==> src/rtl/spi_div_pkg.sv <==
package spi_div_pkg;

    localparam int DEF_LIN_W = 8;
    localparam int DEF_EXP_W = 4;

    typedef enum logic {
        DIV_EXP = 1'b0,
        DIV_LIN = 1'b1
    } div_mode_e;

    function automatic int max_int(input int a, input int b);
        return (a > b) ? a : b;
    endfunction

    // Width that holds the largest half period minus one in either mode.
    function automatic int half_width(input int lin_w, input int exp_w);
        return max_int(lin_w + 1, (1 << exp_w) - 1);
    endfunction

endpackage

==> src/rtl/spi_div_cfg_reg.sv <==
module spi_div_cfg_reg
    import spi_div_pkg::*;
#(
    parameter int LIN_W = DEF_LIN_W,
    parameter int EXP_W = DEF_EXP_W,
    localparam int CFG_W = LIN_W + EXP_W + 1
) (
    input  logic             clk,
    input  logic             rst,
    input  logic             we,
    input  logic [CFG_W-1:0] wdata,
    output logic [CFG_W-1:0] q,
    output logic [LIN_W-1:0] lin_n,
    output logic [EXP_W-1:0] exp_e,
    output div_mode_e        mode
);

    always_ff @(posedge clk) begin
        if (rst) begin
            q <= '0;
        end else if (we) begin
            q <= wdata;
        end
    end

    assign lin_n = q[LIN_W-1:0];
    assign exp_e = q[LIN_W+EXP_W-1:LIN_W];
    assign mode  = div_mode_e'(q[CFG_W-1]);

    p_cfg_load_r2: assert property (@(posedge clk) disable iff (rst)
        we |=> (q == $past(wdata)));

    p_cfg_hold_r2: assert property (@(posedge clk) disable iff (rst)
        !we |=> $stable(q));

endmodule

==> src/rtl/spi_div_half_calc.sv <==
module spi_div_half_calc
    import spi_div_pkg::*;
#(
    parameter int LIN_W = DEF_LIN_W,
    parameter int EXP_W = DEF_EXP_W,
    localparam int HALF_W = half_width(LIN_W, EXP_W)
) (
    input  logic [LIN_W-1:0]  lin_n,
    input  logic [EXP_W-1:0]  exp_e,
    input  div_mode_e         mode,
    output logic [HALF_W-1:0] half_m1
);

    localparam logic [HALF_W-1:0] ONE = HALF_W'(1);

    logic [EXP_W-1:0]  e_eff;
    logic [HALF_W-1:0] exp_half;
    logic [HALF_W-1:0] lin_half;

    // The smallest exponential division is two, so E=0 folds onto E=1.
    assign e_eff    = (exp_e == '0) ? EXP_W'(1) : exp_e;
    assign exp_half = (ONE << (e_eff - EXP_W'(1))) - ONE;
    assign lin_half = {{(HALF_W-LIN_W){1'b0}}, lin_n};

    always_comb begin
        unique case (mode)
            DIV_LIN: half_m1 = lin_half;
            default: half_m1 = exp_half;
        endcase
    end

endmodule

==> src/rtl/spi_div_phase_gen.sv <==
module spi_div_phase_gen #(
    parameter int HALF_W = 15
) (
    input  logic              clk,
    input  logic              rst,
    input  logic              active,
    input  logic              restart,
    input  logic [HALF_W-1:0] half_m1,
    output logic              phase,
    output logic              lead,
    output logic              trail
);

    logic [HALF_W-1:0] cnt;
    logic              wrap;

    assign wrap = (cnt == half_m1);

    always_ff @(posedge clk) begin
        if (rst || restart || !active) begin
            cnt   <= '0;
            phase <= 1'b0;
            lead  <= 1'b0;
            trail <= 1'b0;
        end else if (wrap) begin
            cnt   <= '0;
            phase <= ~phase;
            lead  <= ~phase;
            trail <= phase;
        end else begin
            cnt   <= cnt + HALF_W'(1);
            lead  <= 1'b0;
            trail <= 1'b0;
        end
    end

    p_cnt_bound_r3: assert property (@(posedge clk) disable iff (rst)
        !restart |-> (cnt <= half_m1));

    p_restart_idle_r7: assert property (@(posedge clk) disable iff (rst)
        restart |=> (!phase && !lead && !trail));

    p_strobe_excl_r5: assert property (@(posedge clk) disable iff (rst)
        !(lead && trail));

    p_lead_active_r5: assert property (@(posedge clk) disable iff (rst)
        lead |-> (phase && $rose(phase)));

    p_trail_idle_r5: assert property (@(posedge clk) disable iff (rst)
        trail |-> (!phase && $fell(phase)));

endmodule

==> src/rtl/spi_sck_divider.sv <==
module spi_sck_divider
    import spi_div_pkg::*;
#(
    parameter int LIN_W = DEF_LIN_W,
    parameter int EXP_W = DEF_EXP_W,
    localparam int CFG_W  = LIN_W + EXP_W + 1,
    localparam int HALF_W = half_width(LIN_W, EXP_W)
) (
    input  logic             clk,
    input  logic             rst,
    input  logic             cfg_we,
    input  logic [CFG_W-1:0] cfg_wdata,
    output logic [CFG_W-1:0] cfg_q,
    input  logic             bus_en,
    input  logic             run,
    input  logic             cpol,
    output logic             sck,
    output logic             lead_stb,
    output logic             trail_stb
);

    logic [LIN_W-1:0]  lin_n;
    logic [EXP_W-1:0]  exp_e;
    div_mode_e         mode;
    logic [HALF_W-1:0] half_m1;
    logic              run_q;
    logic              restart;
    logic              active;
    logic              phase;

    spi_div_cfg_reg #(.LIN_W(LIN_W), .EXP_W(EXP_W)) u_cfg (
        .clk   (clk),
        .rst   (rst),
        .we    (cfg_we),
        .wdata (cfg_wdata),
        .q     (cfg_q),
        .lin_n (lin_n),
        .exp_e (exp_e),
        .mode  (mode)
    );

    spi_div_half_calc #(.LIN_W(LIN_W), .EXP_W(EXP_W)) u_half (
        .lin_n   (lin_n),
        .exp_e   (exp_e),
        .mode    (mode),
        .half_m1 (half_m1)
    );

    always_ff @(posedge clk) begin
        if (rst) begin
            run_q <= 1'b0;
        end else begin
            run_q <= run;
        end
    end

    assign restart = cfg_we || (run && !run_q);
    assign active  = run && bus_en;

    spi_div_phase_gen #(.HALF_W(HALF_W)) u_phase (
        .clk     (clk),
        .rst     (rst),
        .active  (active),
        .restart (restart),
        .half_m1 (half_m1),
        .phase   (phase),
        .lead    (lead_stb),
        .trail   (trail_stb)
    );

    assign sck = phase ^ cpol;

    p_idle_level_r6: assert property (@(posedge clk) disable iff (rst)
        !(run && bus_en) |=> (!lead_stb && !trail_stb && (sck == cpol)));

    p_polarity_r8: assert property (@(posedge clk) disable iff (rst)
        lead_stb |-> (sck == !cpol));

endmodule

==> config.mk <==
export PLATFORM = sky130hd
export DESIGN_NAME = spi_sck_divider
export DESIGN_NICKNAME = d
export VERILOG_FILES = /design/src/rtl/spi_div_pkg.sv /design/src/rtl/spi_div_cfg_reg.sv /design/src/rtl/spi_div_half_calc.sv /design/src/rtl/spi_div_phase_gen.sv /design/src/rtl/spi_sck_divider.sv
export SDC_FILE = /design/constraint.sdc
export NUM_CORES = 1
export LEC_CHECK = 0
export ABC_AREA = 1
export BUFFER_PORTS_ARGS = -buffer_cell sky130_fd_sc_hd__buf_2
export CAP_MARGIN = 20
export CORE_MARGIN = 2
export CORE_UTILIZATION = 25
export CTS_CLUSTER_DIAMETER = 80
export DETAILED_ROUTE_END_ITERATION = 16
export PLACE_DENSITY_LB_ADDON = 0.25
export SLEW_MARGIN = 20
export SYNTH_ARGS = -nofsm -noshare
export SYNTH_HDL_FRONTEND = slang
export SYNTH_SLANG_ARGS = --single-unit
==> constraint.sdc <==
create_clock -name clk -period 4.65 [get_ports clk]
set_input_delay 0.2325 -clock clk [delete_from_list [all_inputs] [get_ports clk]]
set_output_delay 0.2325 -clock clk [all_outputs]
set_load 0.1 [all_outputs]
Yosys cells after proc, flatten, opt, wreduce, memory -nomap -nowiden
Index checks and enable logic that the tools add are counted.

Memories: 0. Memory bits (read-only): 0. Memory bits (writable): 0. Word-level logic and storage cells: 26. Bits in registers: 32. Bits in latches: 0.

Add/sub/neg operators: 3. Equal/unequal tests: 1. Reductions and logical operators: 10. Magnitude comparators: 0. Divide/modulo/power cells: 0. Shift operators: 1. Muxes and demuxes: 2. Bitwise logic cells: 3. Multiply operators: 0.

Operator list (count): 15-bit by 1-bit adder with 15-bit output, second input constant (1); 15-bit == test (1); 15-bit two-way mux (1); 1-bit by 4-bit << shifter with 15-bit output, first input constant (1); 15-bit by 1-bit subtractor with 15-bit output, second input constant (1); 4-bit zero test (1); 4-bit two-way mux (1); 2-bit OR reduction (2); 4-bit by 1-bit subtractor with 4-bit output, second input constant (1); 1-bit logical OR (3); 1-bit logical AND (2); 1-bit zero test (2); 1-bit inverter (2); 1-bit XOR (1).

Longest topological paths before layout
Depth in word-level cells: 9. Gate-level depth with buffers: 21. Mapped depth without buffers: 20.

By module
A second synthesis with hierarchy kept.

Cells, all modules: 410. Area, all modules: 2478.6 um^2.

By module, submodules not included: spi_div_phase_gen (area an instance 1092.3 um^2, sequential area each 360.3 um^2, instances 1, cells an instance 177); spi_div_half_calc (area an instance 668.1 um^2, sequential area each 0.0 um^2, instances 1, cells an instance 123); spi_div_cfg_reg (area an instance 646.9 um^2, sequential area each 260.2 um^2, instances 1, cells an instance 96); spi_sck_divider (area an instance 71.3 um^2, sequential area each 20.0 um^2, instances 1, cells an instance 14).

Least setup slack after synthesis
No wires, ideal clock.

Path type: reg2reg. From: reg u_cfg.q[9]. To: reg u_phase.cnt[7]. Buffers on the path: 1. Slack: 1.670 ns. Data arrival time: 2.863 ns. Setup time: 0.117 ns. Data required time: 4.533 ns. Cell stages (with the launch flop): 22. Path through: dfxtp_1 > inv_2 > nor2_2 > nand2_1 > ha_1 > inv_1 > nand2_1 > nand2_1 > nand2_1 > nand2_1 > nand2_1 > nor2_1 > nand2_1 > nor2_1 > nand2_1 > nor2_2 > nand3_1 > nor2_2 > nand3_2 > nand2_4 > buf_8 > nor2_2.

Word-level cells in the longest chain between the ends: 8.

RTL lines: start, declared (RTL line spi_div_cfg_reg.sv:12) `output logic [CFG_W-1:0] q,`; start signal, assigned (RTL line spi_div_cfg_reg.sv:22) `q <= wdata;`; 4-bit zero test (RTL line spi_div_half_calc.sv:21) `assign e_eff = (exp_e == '0) ? EXP_W'(1) : exp_e;`; 4-bit two-way mux (*) (RTL line spi_div_half_calc.sv:21); 4-bit by 1-bit subtractor with 4-bit output (*) (RTL line spi_div_half_calc.sv:22) `assign exp_half = (ONE << (e_eff - EXP_W'(1))) - ONE;`; 1-bit by 4-bit << shifter with 15-bit output (*) (RTL line spi_div_half_calc.sv:22); 15-bit by 1-bit subtractor with 15-bit output (*) (RTL line spi_div_half_calc.sv:22); 15-bit two-way mux (*) (RTL line spi_div_half_calc.sv:26) `unique case (mode)`; 15-bit == test (*) (RTL line spi_div_phase_gen.sv:17) `assign wrap = (cnt == half_m1);`; 2-bit OR reduction (no source line) (*); end signal, assigned (RTL line spi_div_phase_gen.sv:31) `cnt <= cnt + HALF_W'(1);`; end, declared (RTL line spi_div_phase_gen.sv:14) `logic [HALF_W-1:0] cnt;`.

Mark *: on every way between the ends. The rest lies on a longest branch, timed or not. A chain may end at the register's enable or synchronous reset.

Worst setup path after layout
From: reg u_cfg.q[9]. To: reg u_phase.cnt[13].

The elaborated chain is that of the path after synthesis.

==> key figures <==
Global route
  • Vias in the first global route: 1,924
  • First-pass GRT wire length: 8.76 mm
  • Routing usage on met3: 3.27%
  • Gr busiest metal: met2
  • Pin count of the biggest net entering global routing: 19
  • Initial antenna violation count: 0
  • GR Util met2: 19.8%
  • Overflow after GRT: 0
  • GRT Util Overall: 12.5%
  • Grt met1 use: 16.1%

Place
  • Global placer's final weighted congestion: 0.838
  • Hpwl dp: 3.95 mm
  • Port-buffer cells: 34

Clock tree
  • CTS Sinks: 32
  • # H-tree levels: 2
  • Post_cts resized: 0
  • Num CTS Buffers: 5
  • Hold buffers post-CTS: 0
  • Clock Root Buffer: clkbuf_8
  • Clock tree from TritonCTS: yes
  • Clock latency on the worst-skew pair: 0.28 ns
  • Max clock buf depth: 2
  • Reg clk slew, reported paths: 0.07 ns
  • Setup Fix Bufs, Post-CTS: 0

Finish
  • Filler cells: 872
  • Diode count: 0
  • Register area: 641 µm²
  • Share of cells above drive strength 1: 21.8%
  • Layout area overhead: 16.7%
  • Multi-input logic area: 0.00119 mm²
  • Nets: 360
  • Core Util, Final: 30.6%

Critical path
  • Critical path class: reg2reg
  • Crit path max fanout: 15
  • Worst path arrival time: 2.65 ns
  • CP max stage delay: 0.47 ns
  • CP startpoint kind: flop
  • CP Cell Sequence: inv_2 > nor2_2 > nand2_1 > ha_1 > inv_1 > nand2_1 > nand2_1 > nand2_1 > nand2_1 > nand2_1 > nor2_1 > nand2_1 > nor2_1 > nand2_1 > nor2_2 > nand3_1 > nor2_2 > nand3_2 > nand2_4 > nor2_1
  • Critical Path Most Common Cell: nand2_1
  • Worst EP required: 4.82 ns
  • CP delay by family, top: simple AND/OR/NAND/NOR gates
  • CP endpoint kind: flop
  • Critical path buffers and inverters: 2
  • CP max stage cell: dfxtp_1

Synthesis
  • Synthesized flop and latch total: 32
  • Post-synthesis sequential area ratio: 31.3%
  • Post-synth top area share: 31.3%
  • Mapped cell area: 0.00204 mm²
  • Ys Warns: 0
  • Synth area leaders: dfxtp_1 (31%), nand2_1 (16%), nand3_1 (8.1%)
  • Syn Inst Count: 308
  • Synth area leader: dfxtp_1
  • Avg Cell Area, Syn: 6.64 µm²
  • Unique masters post-synth: 32
  • Syn_nets: 329

Route
  • DR pass1 iterations: 4
  • Via/cell ratio: 4.50
  • Final ANT Viol Nets: 0
  • WL final: 4.96 mm
  • Post-DR wirelength/cell: 11.2 µm
  • Post-route DRC violation count: 0
  • Routed via count: 1,990
  • 1st-iter DRT viols: 98

Timing
  • Setup clock skew after layout: 0.00720 ns
  • Slew Viols, Final: 0
  • Fin Setup TNS: 0 ns
  • Max_slew headroom: 50.1%
  • Min Hold Slack: 0.170 ns
  • RSZ-0062 raised after global routing: no
  • Final min period: 2.48 ns
  • Final worst-path cycle share: 53.4%
  • Fmax: 403 MHz
  • Final number of setup-violating endpoints: 0
  • Final hold violations: 0
  • Slew @ Worst Pin: 0.743 ns

Floorplanning
  • Row count: 32
  • Die Footprint: 0.00892 mm²
  • Die X: 94.4 µm
  • IO Count: 35
  • Total core area: 0.00781 mm²
  • Height of the die: 94.4 µm
  • Starting density of the core: 26.2%

Run
  • Max_cap viols: 0

Power
  • Lkg Pwr: 1.07 nW
  • Pwr Density: 315 mW/mm²
  • Worst ir drop on vdd: 143 µV
  • Total power: 0.750 mW

Outcome
  • Status: complete, no violations

Worst hold path
  • Hold crit path type: in2reg
kinds of logic (layout without fill, tap and decap cells):
kind of cell | Yosys count | count (layout) | share of synthesized area (%)
flops | 32 | 32 | 31.3
xor+xnor | 14 | 14 | 6.00
buf+inv | 44 | 76 | 10.5
simple gates | 198 | 198 | 45.9
compound gates | 18 | 18 | 5.02
fa+ha+maj | 2 | 2 | 1.22
path summary, 6_finish.rpt:
| check | depth (start not counted) | slack (ns) | to | startpoint |
|---|---|---|---|---|
| worst max-delay path | 20 | 2.17 | u_phase.cnt[13]$_SDFF_PP0_ | u_cfg.q[9]$_SDFFE_PP0P_ |
| worst min-delay path | 3 | 0.17 | run_q$_SDFF_PP0_ | run |
| worst max register to register | 20 | 2.17 | u_phase.cnt[13]$_SDFF_PP0_ | u_cfg.q[9]$_SDFFE_PP0P_ |
| worst min register to register | 2 | 0.47 | u_cfg.q[5]$_SDFFE_PP0P_ | u_cfg.q[5]$_SDFFE_PP0P_ |
metal layers:
metal	vias up	share of wire, %
li1	1044	-
met1	912	48
met2	23	46
met3	11	3.6
met4	0	2.5
met5	-	0
worst reg2reg max path: cells and delay by family, from the launching register on:
kind	cells	cell delay [ns]
AND/OR/NAND/NOR	17	1.43
flip-flops	1	0.47
adder cells (fa/ha/maj)	1	0.27
buffers and inverters	2	0.19
flip-flops by register name (all words and copies together), names as in the netlist:
name,count
run_q,1
u_cfg.q,13
u_phase.cnt,15
u_phase.lead,1
u_phase.phase,1
u_phase.trail,1
where the power goes:
| part | internal [mW] | switching, mW |
|---|---|---|
| Combinational | 0.0424 | 0.122 |
| Sequential | 0.281 | 0.0124 |
| Clock | 0.189 | 0.103 |
synth_stat cells, drive strengths merged:
| cell type | n |
|---|---|
| clkbuf | 3 |
| xor2 | 12 |
| buf | 7 |
| ha | 2 |
| dfxtp | 32 |
| nor3 | 6 |
| inv | 33 |
| nand3b | 4 |
| a211oi | 4 |
| nand4 | 8 |
| nand2 | 91 |
| a21oi | 11 |
| nor2 | 50 |
| a21boi | 1 |
| nor4 | 1 |
| nand3 | 35 |
| or2 | 3 |
| clkinv | 1 |
| xnor2 | 2 |
| o21ai | 2 |
placed cells by master, fill, tap and decap left out, types with 2 or more instances in the layout:
cell	netlist	layout
or2_1	2	2
a21oi_1	11	11
nand3b_1	4	4
nand3_1	33	33
dfxtp_1	32	32
inv_2	2	2
nand3_2	2	2
inv_1	30	30
nand2_1	86	86
nor3_1	6	6
nand2_2	4	4
a211oi_1	4	4
clkbuf_8	0	7
ha_1	2	2
xor2_1	12	12
nor2_1	30	30
nor2_2	17	17
xnor2_1	2	2
buf_2	0	34
nor2_4	3	3
nand4_1	7	7
cell type report:
cell class	count	share of cell area, %
clock buffers	7	4.04
well taps	102	5.35
flip-flops and latches	32	26.8
multi-input cells	232	49.8
inverters	34	5.56
clock inverters	1	1.26
repair buffers	34	7.13
stage by stage:
stage                     std cells  worst slack [ns]  cell area (µm²)
after floorplan                 308              1.67             2040
after global routing            442              1.80             2390
after global placement          434              2.21             2260
after CTS                       442              2.17             2390
final                           442              2.17             2390
after detailed placement        434              2.17             2260
Power figures use the tool's default switching activity.
